**src/rtl/dpwm_pkg.sv**
```systemverilog
package dpwm_pkg;
  localparam int unsigned DPWM_TIME_W    = 12;
  localparam int unsigned DPWM_FRAME_LOG = 4;
endpackage

```
**src/rtl/dpwm_shadow.sv**
```systemverilog
module dpwm_shadow #(
  parameter int unsigned TW = 12,
  parameter int unsigned FL = 4
) (
  input  logic          clk_i,
  input  logic          rst_ni,
  input  logic          load_i,
  input  logic          enh_i,
  input  logic [TW-1:0] dt0_i,
  input  logic [TW-1:0] ot0_i,
  input  logic [TW-1:0] dt1_i,
  input  logic [TW-1:0] ot1_i,
  input  logic [FL-1:0] frac_i,
  output logic          enh_o,
  output logic [TW-1:0] dt0_o,
  output logic [TW-1:0] ot0_o,
  output logic [TW-1:0] dt1_o,
  output logic [TW-1:0] ot1_o,
  output logic [FL-1:0] frac_o
);
  always_ff @(posedge clk_i or negedge rst_ni) begin
    if (!rst_ni) begin
      enh_o  <= 1'b0;
      dt0_o  <= '0;
      ot0_o  <= '0;
      dt1_o  <= '0;
      ot1_o  <= '0;
      frac_o <= '0;
    end else if (load_i) begin
      enh_o  <= enh_i;
      dt0_o  <= dt0_i;
      ot0_o  <= ot0_i;
      dt1_o  <= dt1_i;
      ot1_o  <= ot1_i;
      frac_o <= frac_i;
    end
  end


  shadow_hold_chk: assert property (@(posedge clk_i) disable iff (!rst_ni)
    !$past(load_i) |-> ($stable(dt0_o) && $stable(ot0_o) && $stable(dt1_o) &&
                        $stable(ot1_o) && $stable(frac_o) && $stable(enh_o)));
endmodule

```
**src/rtl/dpwm_dither.sv**
```systemverilog
module dpwm_dither #(
  parameter int unsigned FL = 4
) (
  input  logic          clk_i,
  input  logic          rst_ni,
  input  logic          run_i,
  input  logic          enh_i,
  input  logic [FL-1:0] frac_i,
  input  logic          cyc_end_i,
  input  logic          load_i,
  output logic          stretch_o,
  output logic          last_cyc_o
);
  logic [FL-1:0] k_q;
  logic [FL-1:0] rev_k;

  for (genvar i = 0; i < FL; i++) begin : g_rev
    assign rev_k[i] = k_q[FL-1-i];
  end

  // frame index; a capture always restarts it
  always_ff @(posedge clk_i or negedge rst_ni) begin
    if (!rst_ni)                k_q <= '0;
    else if (!run_i)            k_q <= '0;
    else if (cyc_end_i) begin
      if (load_i)               k_q <= '0;
      else                      k_q <= k_q + 1'b1;
    end
  end

  assign stretch_o  = enh_i && (rev_k < frac_i);
  assign last_cyc_o = &k_q;


  normal_frame_idle_chk: assert property (@(posedge clk_i) disable iff (!rst_ni)
    !enh_i |-> (k_q == '0));

  no_dither_chk: assert property (@(posedge clk_i) disable iff (!rst_ni)
    (frac_i == '0) |-> !stretch_o);
endmodule

```
**src/rtl/dpwm_timer.sv**
```systemverilog
module dpwm_timer #(
  parameter int unsigned TW = 12
) (
  input  logic          clk_i,
  input  logic          rst_ni,
  input  logic          run_i,
  input  logic [TW-1:0] dt0_i,
  input  logic [TW-1:0] ot0_i,
  input  logic [TW-1:0] dt1_i,
  input  logic [TW-1:0] ot1_i,
  input  logic          stretch_i,
  output logic          pwm0_o,
  output logic          pwm1_o,
  output logic          cyc_end_o
);
  localparam int unsigned PW = TW + 2;

  logic [PW-1:0] edge0, edge1, edge2, period, last, pos_q;

  always_comb begin
    edge0  = PW'(dt0_i);
    edge1  = edge0 + PW'(ot0_i);
    edge2  = edge1 + PW'(dt1_i);
    period = edge2 + PW'(ot1_i) + PW'(stretch_i);
    last   = (period == '0) ? '0 : period - 1'b1;
  end

  assign cyc_end_o = run_i && (pos_q == last);
  assign pwm0_o    = run_i && (pos_q >= edge0) && (pos_q < edge1);
  assign pwm1_o    = run_i && (pos_q >= edge2) && (pos_q < period);

  always_ff @(posedge clk_i or negedge rst_ni) begin
    if (!rst_ni)        pos_q <= '0;
    else if (!run_i)    pos_q <= '0;
    else if (cyc_end_o) pos_q <= '0;
    else                pos_q <= pos_q + 1'b1;
  end


  no_overlap_chk: assert property (@(posedge clk_i) disable iff (!rst_ni)
    !(pwm0_o && pwm1_o));

  cyc_wrap_chk: assert property (@(posedge clk_i) disable iff (!rst_ni)
    cyc_end_o |=> (pos_q == '0));

  pos_bound_chk: assert property (@(posedge clk_i) disable iff (!rst_ni)
    run_i |-> (pos_q <= last));
endmodule

```
**src/rtl/dpwm_dither_gen.sv**
```systemverilog
module dpwm_dither_gen
  import dpwm_pkg::*;
#(
  parameter int unsigned TW = DPWM_TIME_W,
  parameter int unsigned FL = DPWM_FRAME_LOG
) (
  input  logic          clk_i,
  input  logic          rst_ni,
  input  logic          en_i,
  input  logic          enh_i,
  input  logic [TW-1:0] dt0_i,
  input  logic [TW-1:0] ot0_i,
  input  logic [TW-1:0] dt1_i,
  input  logic [TW-1:0] ot1_i,
  input  logic [FL-1:0] frac_i,
  output logic          pwm0_o,
  output logic          pwm1_o,
  output logic          cyc_end_o,
  output logic          frm_end_o
);
  logic          run_q, start, load;
  logic          enh_s, stretch, last_cyc;
  logic [TW-1:0] dt0_s, ot0_s, dt1_s, ot1_s;
  logic [FL-1:0] frac_s;

  always_ff @(posedge clk_i or negedge rst_ni) begin
    if (!rst_ni) run_q <= 1'b0;
    else         run_q <= en_i;
  end

  assign start     = en_i && !run_q;
  assign frm_end_o = cyc_end_o && enh_s && last_cyc;
  assign load      = start || (cyc_end_o && (!enh_s || last_cyc));

  dpwm_shadow #(.TW(TW), .FL(FL)) u_shadow (
    .clk_i, .rst_ni,
    .load_i (load),
    .enh_i, .dt0_i, .ot0_i, .dt1_i, .ot1_i, .frac_i,
    .enh_o  (enh_s),
    .dt0_o  (dt0_s),
    .ot0_o  (ot0_s),
    .dt1_o  (dt1_s),
    .ot1_o  (ot1_s),
    .frac_o (frac_s)
  );

  dpwm_dither #(.FL(FL)) u_dither (
    .clk_i, .rst_ni,
    .run_i      (run_q),
    .enh_i      (enh_s),
    .frac_i     (frac_s),
    .cyc_end_i  (cyc_end_o),
    .load_i     (load),
    .stretch_o  (stretch),
    .last_cyc_o (last_cyc)
  );

  dpwm_timer #(.TW(TW)) u_timer (
    .clk_i, .rst_ni,
    .run_i     (run_q),
    .dt0_i     (dt0_s),
    .ot0_i     (ot0_s),
    .dt1_i     (dt1_s),
    .ot1_i     (ot1_s),
    .stretch_i (stretch),
    .pwm0_o, .pwm1_o, .cyc_end_o
  );


  frm_in_cyc_chk: assert property (@(posedge clk_i) disable iff (!rst_ni)
    frm_end_o |-> cyc_end_o);

  idle_quiet_chk: assert property (@(posedge clk_i) disable iff (!rst_ni)
    !run_q |-> !(pwm0_o || pwm1_o || cyc_end_o || frm_end_o));

  start_clean_chk: assert property (@(posedge clk_i) disable iff (!rst_ni)
    start |=> !frm_end_o);
endmodule

```
**config.mk**
```make
export PLATFORM = sky130hd
export DESIGN_NAME = dpwm_dither_gen
export DESIGN_NICKNAME = d
export VERILOG_FILES = /design/src/rtl/dpwm_pkg.sv /design/src/rtl/dpwm_shadow.sv /design/src/rtl/dpwm_dither.sv /design/src/rtl/dpwm_timer.sv /design/src/rtl/dpwm_dither_gen.sv
export SDC_FILE = /design/constraint.sdc
export NUM_CORES = 1
export LEC_CHECK = 0
export BUFFER_PORTS_ARGS = -buffer_cell sky130_fd_sc_hd__buf_2
export CORE_ASPECT_RATIO = 1.25
export CORE_MARGIN = 10
export CORE_UTILIZATION = 60
export CTS_CLUSTER_DIAMETER = 80
export CTS_CLUSTER_SIZE = 12
export DETAILED_ROUTE_END_ITERATION = 6
export PLACE_DENSITY = 0.8
export RECOVER_POWER = 25
export SLEW_MARGIN = 20
export SYNTH_ARGS = -nofsm -noshare
export SYNTH_HDL_FRONTEND = slang
export SYNTH_SLANG_ARGS = --single-unit
```
**constraint.sdc**
```tcl
create_clock -name clk_i -period 10.1 [get_ports clk_i]
set_clock_uncertainty 0.1 [all_clocks]
set_input_delay 0 -clock clk_i [delete_from_list [all_inputs] [get_ports clk_i]]
set_output_delay 0 -clock clk_i [all_outputs]
set_load 0.01 [all_outputs]
```
Yosys cells after proc, flatten, opt, wreduce, memory -nomap -nowiden
Cells that the tools add are included.
{"block": "totals", "regBits": 72, "inputBits": 56, "output_inout_bits": 4, "word_cells": 45}
{"block": "classes", "add_sub_neg": 7, "n_lt_le_gt_ge": 5, "eq_ne": 2, "n_mux": 6, "reduce_logical": 16}
{"operator": "$mux 14", "count": 3}
{"operator": "$add 14x12->14", "count": 2}
{"operator": "$lt 14x14->1", "count": 2}
{"operator": "$add 14x1->14", "count": 1}
{"operator": "$add 14x1->14 const B", "count": 1}
{"operator": "$eq 14x14->1", "count": 1}
{"operator": "$ge 14x12->1", "count": 1}
{"operator": "$ge 14x14->1", "count": 1}
{"operator": "$logic_not 14->1", "count": 1}
{"operator": "$sub 14x1->14 const B", "count": 1}
{"operator": "$add 12x12->13", "count": 1}
{"operator": "$mux 4", "count": 3}
{"operator": "$logic_and 1x1->1", "count": 10}
{"operator": "$add 4x1->4 const B", "count": 1}
{"operator": "$lt 4x4->1", "count": 1}
{"operator": "$reduce_and 4->1", "count": 1}
{"operator": "$logic_not 1->1", "count": 2}
{"operator": "$logic_or 1x1->1", "count": 2}
{"operator": "$ne 2x2->1 const B", "count": 1}

Logic depth before layout (Yosys ltp)
Gate-level depths: netlist of run 1.
{"block": "depth", "ltp_word": 13, "mapped_depth": 34, "ltp_nobuf": 31}

Hierarchy
A second synthesis of run 1 with hierarchy kept.
{"block": "hier_totals", "hier_cells": 688, "area_unflattened_um2": 6836.6}
{"mod": "dpwm_timer", "n_inst": 1, "cells_per_inst": 538, "area_per_inst_um2": 4260.3, "seq_area_each_um2": 350.3}
{"mod": "dpwm_shadow", "n_inst": 1, "cells_per_inst": 112, "area_per_inst_um2": 2222.1, "seq_area_each_um2": 1326.3}
{"mod": "dpwm_dither", "n_inst": 1, "cells_per_inst": 33, "area_per_inst_um2": 302.8, "seq_area_each_um2": 100.1}
{"mod": "dpwm_dither_gen", "n_inst": 1, "cells_per_inst": 5, "area_per_inst_um2": 51.3, "seq_area_each_um2": 25.0}

Worst setup path before layout of run 1
No wires, ideal clock.
{"block": "synth_path", "path_type": "register -> register", "from": "reg u_shadow.dt0_o[0]", "to": "reg u_shadow.dt0_o[0]", "setup_ps": 125, "arrival_ps": 6154, "required_time_ps": 9875, "path_slack_ps": 3721, "stages_incl_launch_ff": 35, "n_path_buf": 3, "synth_period_minus_slack_ps": 6379, "cell_sequence": "dfrtp_1 ha_1 fa_1 a211oi_1 nor2_1 nor2_1 nor2_1 nor2_1 xnor2_1 ha_1 nand3_1 nand2_1 a41o_1 o21ai_0 nand2b_1 a21oi_1 o21bai_1 xor2_1 ha_1 clkbuf_1 nor2_1 nor2_1 nor2_1 a31o_2 or4b_1 nand3_1 inv_2 and3_4 or3_1 a22o_2 nor3_2 a22o_4 buf_12 buf_12 mux2_4"}
{"block": "synth_between", "elab_chain_cells": 10, "elab_cells_between_ends": 11, "cone_classes": "add/sub (5); eq/ne (1); mux (1); reduce/logical (4)"}
{"element": "start, declared", "line_no": "dpwm_shadow.sv:15", "text": "output logic [TW-1:0] dt0_o,"}
{"element": "start signal, assigned", "line_no": "dpwm_shadow.sv:31", "text": "dt0_o <= dt0_i;"}
{"element": "$add 12x12->13 *", "line_no": "dpwm_timer.sv:22", "text": "edge1 = edge0 + PW'(ot0_i);"}
{"element": "$add 14x12->14 *", "line_no": "dpwm_timer.sv:23", "text": "edge2 = edge1 + PW'(dt1_i);"}
{"element": "$add 14x12->14 *", "line_no": "dpwm_timer.sv:24", "text": "period = edge2 + PW'(ot1_i) + PW'(stretch_i);"}
{"element": "$add 14x1->14 *", "line_no": "dpwm_timer.sv:24"}
{"element": "$sub 14x1->14 / $logic_not 14->1 (equally long branches)", "line_no": "dpwm_timer.sv:25", "text": "last = (period == '0) ? '0 : period - 1'b1;"}
{"element": "$mux 14 *", "line_no": "dpwm_timer.sv:25"}
{"element": "$eq 14x14->1 *", "line_no": "dpwm_timer.sv:28", "text": "assign cyc_end_o = run_i && (pos_q == last);"}
{"element": "$logic_and 1x1->1 *", "line_no": "dpwm_timer.sv:28"}
{"element": "$logic_and 1x1->1 *", "line_no": "dpwm_dither_gen.sv:33", "text": "assign load = start || (cyc_end_o && (!enh_s || last_cyc));"}
{"element": "$logic_or 1x1->1 *", "line_no": "dpwm_dither_gen.sv:33"}
Mark *: on every way between the ends. The rest lies on a longest branch, timed or not.
A chain may end at the register's enable or synchronous reset.

Worst setup path in the final report of run 1
{"block": "layout_path", "from": "reg u_shadow.dt0_o[0]", "to": "reg u_shadow.ot0_o[2]"}
{"block": "layout_between", "elab_chain_cells": 10, "elab_cells_between_ends": 11, "cone_classes": "add/sub (5); eq/ne (1); mux (1); reduce/logical (4)"}
{"element": "$add 12x12->13 *", "line_no": "dpwm_timer.sv:22"}
{"element": "$add 14x12->14 *", "line_no": "dpwm_timer.sv:23"}
{"element": "$add 14x12->14 *", "line_no": "dpwm_timer.sv:24"}
{"element": "$add 14x1->14 *", "line_no": "dpwm_timer.sv:24"}
{"element": "$sub 14x1->14 / $logic_not 14->1 (equally long branches)", "line_no": "dpwm_timer.sv:25"}
{"element": "$mux 14 *", "line_no": "dpwm_timer.sv:25"}
{"element": "$eq 14x14->1 *", "line_no": "dpwm_timer.sv:28"}
{"element": "$logic_and 1x1->1 *", "line_no": "dpwm_timer.sv:28"}
{"element": "$logic_and 1x1->1 *", "line_no": "dpwm_dither_gen.sv:33"}
{"element": "$logic_or 1x1->1 *", "line_no": "dpwm_dither_gen.sv:33"}
{"element": "end signal, assigned", "line_no": "dpwm_shadow.sv:32", "text": "ot0_o <= ot0_i;"}
{"element": "end, declared", "line_no": "dpwm_shadow.sv:16", "text": "output logic [TW-1:0] ot0_o,"}
Marks and branches as above.

==> run metrics, run 1 <==
run status finished, violations left; failing checks max-capacitance violations, max-slew violations; fin crit share 78.1%; yosys synthesis warning count 0; DRT iter0 DRCs 426; Met3 Wirelength 997 um; GPL Wtd Cong 0.932; CP arrival 8010 ps; Reg2Reg Setup Slack 2220 ps; Post-DP HPWL 13,300 um; WL final 18,800 um; minimum clock period 7880 ps; Synth Register Bits 72; endpoints failing setup 0; WL/cell 19.3 um; Post-CTS Hold Buffers 55; met1 WL 7130 um; first-pass GRT wire length 31,300 um; worst hold path class input pin to register; post-CTS sizing 0; post-CTS setup buffers 0; max-slew violation count 73; I/O pins 60; critical path's slowest cell xnor2_1; largest net degree at the start of global routing 73; fraction of registers with async set/reset 100%; total gr overflow 0; clock-pin transition on the worst setup and hold timing paths 60 ps; final antenna-violating net count 0; post-synthesis sequential area ratio 25.6%; crit path max fanout 32; wire length on met2 9870 um; post-layout util 70.8%; IO Port Bufs 59; actual slew at the worst max-slew pin 3740 ps; share of cells above drive strength 1 17.8%; die height 141 um; Multi-input gate area 4800 sq um; Seq. cell area 1800 sq um; Final WS setup 2220 ps; core area 11,600 sq um; count of cell types in the netlist 80; Inserted Clock Buffers 9; CP endpoint kind register; Sink Count 72; # Max-Cap Violations 1; Max Freq 127 MHz; Vias/cell 6.13; Layout area overhead 16.1%; setup_tns 0 ps; unrepaired setup endpoints after global routing false; Crit path largest cell delay 760 ps; diode count 0; Initial DRT Pass Iterations 5; Final #Nets 985; Vias 5,979; Worst Setup Start Kind register; initial core utilization 61.0%; Mean Syn Cell Area 9.68 sq um; Main synth FF type dfrtp_1; clk_lat worst skew 340 ps; CTS tree built; CTS H-tree lvls 3; Residual DRC 0; Syn Nets 880; cells after synthesis 728; Mapped Area 7050 sq um; total track usage 23.6%; Die ar. 16,500 sq um; vias in the first global route 6,411; Fill cells 819; Hold Slack 281 ps; clk root buf clkbuf_16; most used cell along the critical path a21oi_1; Post-synth EDFFs 0; endpoints failing hold 0; Critical Setup Path Class register to register; worst rel slew slack -149%; initial antenna violation count 0; Clock Tree Buf Depth 2; Die W 117 um; pre-CTS WS 2470 ps; Site Rows 44; DR top layer met4; Required @ worst endpoint 10,230 ps
## cells by family (layout without fill, tap and decap cells)
kind of cell | count (synthesis) | after routing | synth area share (%)
AND/OR/NAND/NOR | 198 | 198 | 16.2
AO/OA/AOI/OAI | 163 | 163 | 15.8
adder cells (fa/ha/maj) | 97 | 97 | 17.6
buffers and inverters | 90 | 200 | 6.32
flip-flops | 72 | 72 | 25.6
multiplexers | 58 | 58 | 11.9
XOR/XNOR | 50 | 50 | 6.61
## worst max-delay path, delay by kind of cell, from the launching register on
family                     cells  cell delay (ps)
AOI/OAI and AO/OA             12             3010
adders and majority gates      4             1400
xor gates and xnor gates       3             1170
and+or+nand+nor                4              770
buffers and inverters          1              490
DFF                            1              400
muxes                          1              390
## registers in the layout, indices dropped and copies added, names as in the netlist
name / count
u_timer.pos_q: 14
u_shadow.dt0_o: 12
u_shadow.enh_o: 1
u_shadow.ot0_o: 12
u_shadow.dt1_o: 12
u_shadow.frac_o: 4
u_shadow.ot1_o: 12
run_q: 1
u_dither.k_q: 4
## final timing paths
check	startpoint	to	cells past startpoint
max	u_shadow.dt0_o[0]	u_shadow.ot0_o[2]	25
min	en_i	run_q	2
max reg2reg	u_shadow.dt0_o[0]	u_shadow.ot0_o[2]	25
min reg2reg	u_shadow.ot0_o[6]	u_shadow.ot0_o[6]	1
max in group asynchronous	rst_ni	u_timer.pos_q[2]	3
min in group asynchronous	rst_ni	u_shadow.ot1_o[0]	3
## cell type report
| type | count | share of cell area [%] |
|---|---|---|
| clock buffers | 10 | 2.80 |
| well taps | 138 | 2.11 |
| repair buffers | 116 | 10.5 |
| flip-flops and latches | 72 | 22.0 |
| clock inverters | 6 | 0.826 |
| inverters | 68 | 3.12 |
| multi-input cells | 566 | 58.7 |
## per-stage QoR
step | cells | cell area, sq um
after global routing | 976 | 8180
after detailed placement | 905 | 7340
after floorplan | 728 | 7050
final | 976 | 8180
after global placement | 905 | 7340
after CTS | 976 | 8190
## cells in the mapped netlist (all sizes together), types with 17 or more instances
| master | count | share of area [%] |
|---|---|---|
| xnor2 | 29 | 3.6 |
| dfrtp | 72 | 26 |
| xor2 | 19 | 2.4 |
| a21oi | 38 | 2.8 |
| inv | 68 | 3.6 |
| ha | 92 | 16 |
| nor2 | 36 | 1.9 |
| nor3 | 31 | 2.4 |
| a21o | 25 | 2.7 |
| nand3 | 17 | 1.3 |
| o21ai | 28 | 2.0 |
| mux2 | 54 | 11 |
| nand2 | 35 | 1.9 |
## layer usage
metal  vias up  GRT usage [%]
li1       2860              -
met1      2860           26.1
met2       200           41.6
met3        59           4.33
met4         0           12.4
met5         -              0
## cells in the final DEF (no fill, tap or decap), types with 7 or more instances in the layout
cell           count
nor3_1            29
ha_1              92
nor2b_1            8
o21ai_0           26
dfrtp_1           72
o21a_1             9
clkbuf_16          9
buf_2             58
or3_1              7
nor2_1            36
nand4_1           12
a31oi_1            9
inv_1             67
mux2_4            50
xnor2_1           29
nand2b_1          10
o21bai_1           8
xor2_1            19
nand3_1           16
a21o_1            25
and3_1             7
a211oi_1           8
dlygate4sd3_1     55
a21oi_1           37
nand2_1           34
Power of run 1 is left out: the tool's default activity adds up to more than one toggle a clock period on the data nets, which glitch-free logic cannot reach.
==> run 2, diff against run 1 <==
==> constraint.sdc (replaced) <==
create_clock -name clk_i -period 7.6 [get_ports clk_i]
set_clock_uncertainty 0.1 [all_clocks]
set_input_delay 0 -clock clk_i [delete_from_list [all_inputs] [get_ports clk_i]]
set_output_delay 0 -clock clk_i [all_outputs]
set_load 0.01 [all_outputs]
==> run 2 against run 1 <==
Net effect:
- the flow still finishes with violations (max-capacitance violations, max-slew violations)
- non-clock buffer count grew 10
- cell count rose by 1.0%
- utilization grew 1.0 points
- critical path depth up 3
- first-iteration DRC count is 5.4% higher
- wire length rose by 6.1%
- via count increased by 2.7%
- flip-flop and latch count is the same
- critical endpoint unchanged
==> run metrics, run 2 (synthesis results as in run 1) <==
worst hold path class input pin to register; Fill cells 797; placed inst area 7390 sq um; endpoints failing setup 0; largest net degree at the start of global routing 73; commonest non-fill, non-tap cells in the layout ha_1 (89), dfrtp_1 (72), inv_1 (67); Sink Count 72; CP startpoint u_shadow.dt0_o[0]; final antenna-violating net count 0; WHS Path Cells 2; max-slew violation count 73; first-pass GRT wire length 32,200 um; I/O pins 60; total gr overflow 0; Required @ worst endpoint 7730 ps; R2R Path End u_shadow.ot0_o[2]; fin crit share 94.5%; share of cells above drive strength 1 19.6%; vias in the first global route 6,678; crit-path leading delay family compound AO/OA/AOI/OAI gates; Crit path largest cell delay 470 ps; failing checks max-capacitance violations, max-slew violations; Initial DRT Pass Iterations 6; Hold Crit Start en_i; initial antenna violation count 0; Die ar. 16,500 sq um; diode count 0; Critical Setup Path Class register to register; clock-pin transition on the worst setup and hold timing paths 60 ps; clk_lat worst skew 340 ps; DRT iter0 DRCs 449; crit path max fanout 22; run status finished, violations left; Layout area overhead 17.8%; Multi-input gate area 4820 sq um; post-route design area 8300 sq um; WL/cell 20.3 um; Die W 117 um; die height 141 um; Residual DRC 0; core area 11,600 sq um; worst setup path endpoint u_shadow.ot0_o[2]; commonest non-fill, non-tap cell in the layout ha_1; Critical Path Stages 28; Reg2Reg Setup Slack 420 ps; CP arrival 7310 ps; Site Rows 44; Post-DP HPWL 13,700 um; actual slew at the worst max-slew pin 3850 ps; Inserted Clock Buffers 9; r2r startpoint u_shadow.dt0_o[0]; critical path's slowest cell or4b_1; Max Freq 139 MHz; WL final 20,000 um; number of buffer and inverter stages on the critical path 2; # Max-Cap Violations 1; IO Port Bufs 59; CTS tree built; Hold Slack 308 ps; GPL Wtd Cong 0.952; Clock Tree Buf Depth 2; minimum clock period 7180 ps; Final #Nets 995; CTS H-tree lvls 3; worst rel slew slack -157%; CP endpoint kind register; total track usage 24.5%; Vias/cell 6.23; Seq. cell area 1800 sq um; cells on worst reg2reg path 28; clk root buf clkbuf_16; Worst Setup Start Kind register; Largest register FFs 14; endpoints failing hold 0; post-layout util 71.8%; initial core utilization 61.0%; Vias 6,139; largest register by flop count u_timer.pos_q
## run 2: cell count changes in the layout (fill, tap and decap cells not counted), sizes merged
cell,previous run,this run
buf,59,69
## run 2: routing by layer
metal  wire length [um]  part of all wire (%)  up-vias  global-route usage [%]
met5                  0                     0        -                       0
met4                867                   4.3        0                    12.6
met1               7470                    37     2969                    26.7
li1                   -                     -     2878                       -
met2              10700                    53      221                    43.8
met3                989                   5.0       71                    3.99
## run 2: worst reg2reg max path, delay by kind of cell (launching register included)
family                   cells  cell delay (ps)
flip-flops                   1              400
adder cells (fa/ha/maj)      4             1400
buffers and inverters        2              330
multiplexers                 1              360
AND/OR/NAND/NOR              8             1860
XOR/XNOR                     2              320
AO/OA/AOI/OAI               11             2320
## run 2: per-stage QoR
step / TNS [ps] / setup WS, ps / std cells
4_1_cts: 0 / 326 / 981
3_5_place_dp: 0 / 473 / 910
6_report: 0 / 415 / 986
2_1_floorplan: 0 / 1220 / 728
3_3_place_gp: 0 / 708 / 910
5_1_grt: -23.5 / -18.2 / 986
## run 2: area by class of cell
type | count | share of cell area (%)
clock inverters | 6 | 0.814
inverters | 68 | 3.07
repair buffers | 126 | 11.4
clock buffers | 10 | 2.88
flip-flops and latches | 72 | 21.7
multi-input cells | 566 | 58.1
well taps | 138 | 2.08
## run 2: worst min-delay path by stage
stage	endpoint	slack, ps
floorplan	run_q	-400
global placement	run_q	50
detailed placement	run_q	60
CTS	run_q	250
global route	run_q	310
finish	run_q	310
## run 2: timing repair
item / 4_1_cts / 5_1_grt
endpoints found under the setup margin: 0 / 45
setup buffers: 0 / 5
hold endpoints to repair: 126 / 0
resized for setup: 0 / 6
hold buffers: 55 / 0
Power of run 2 is left out for the same reason.
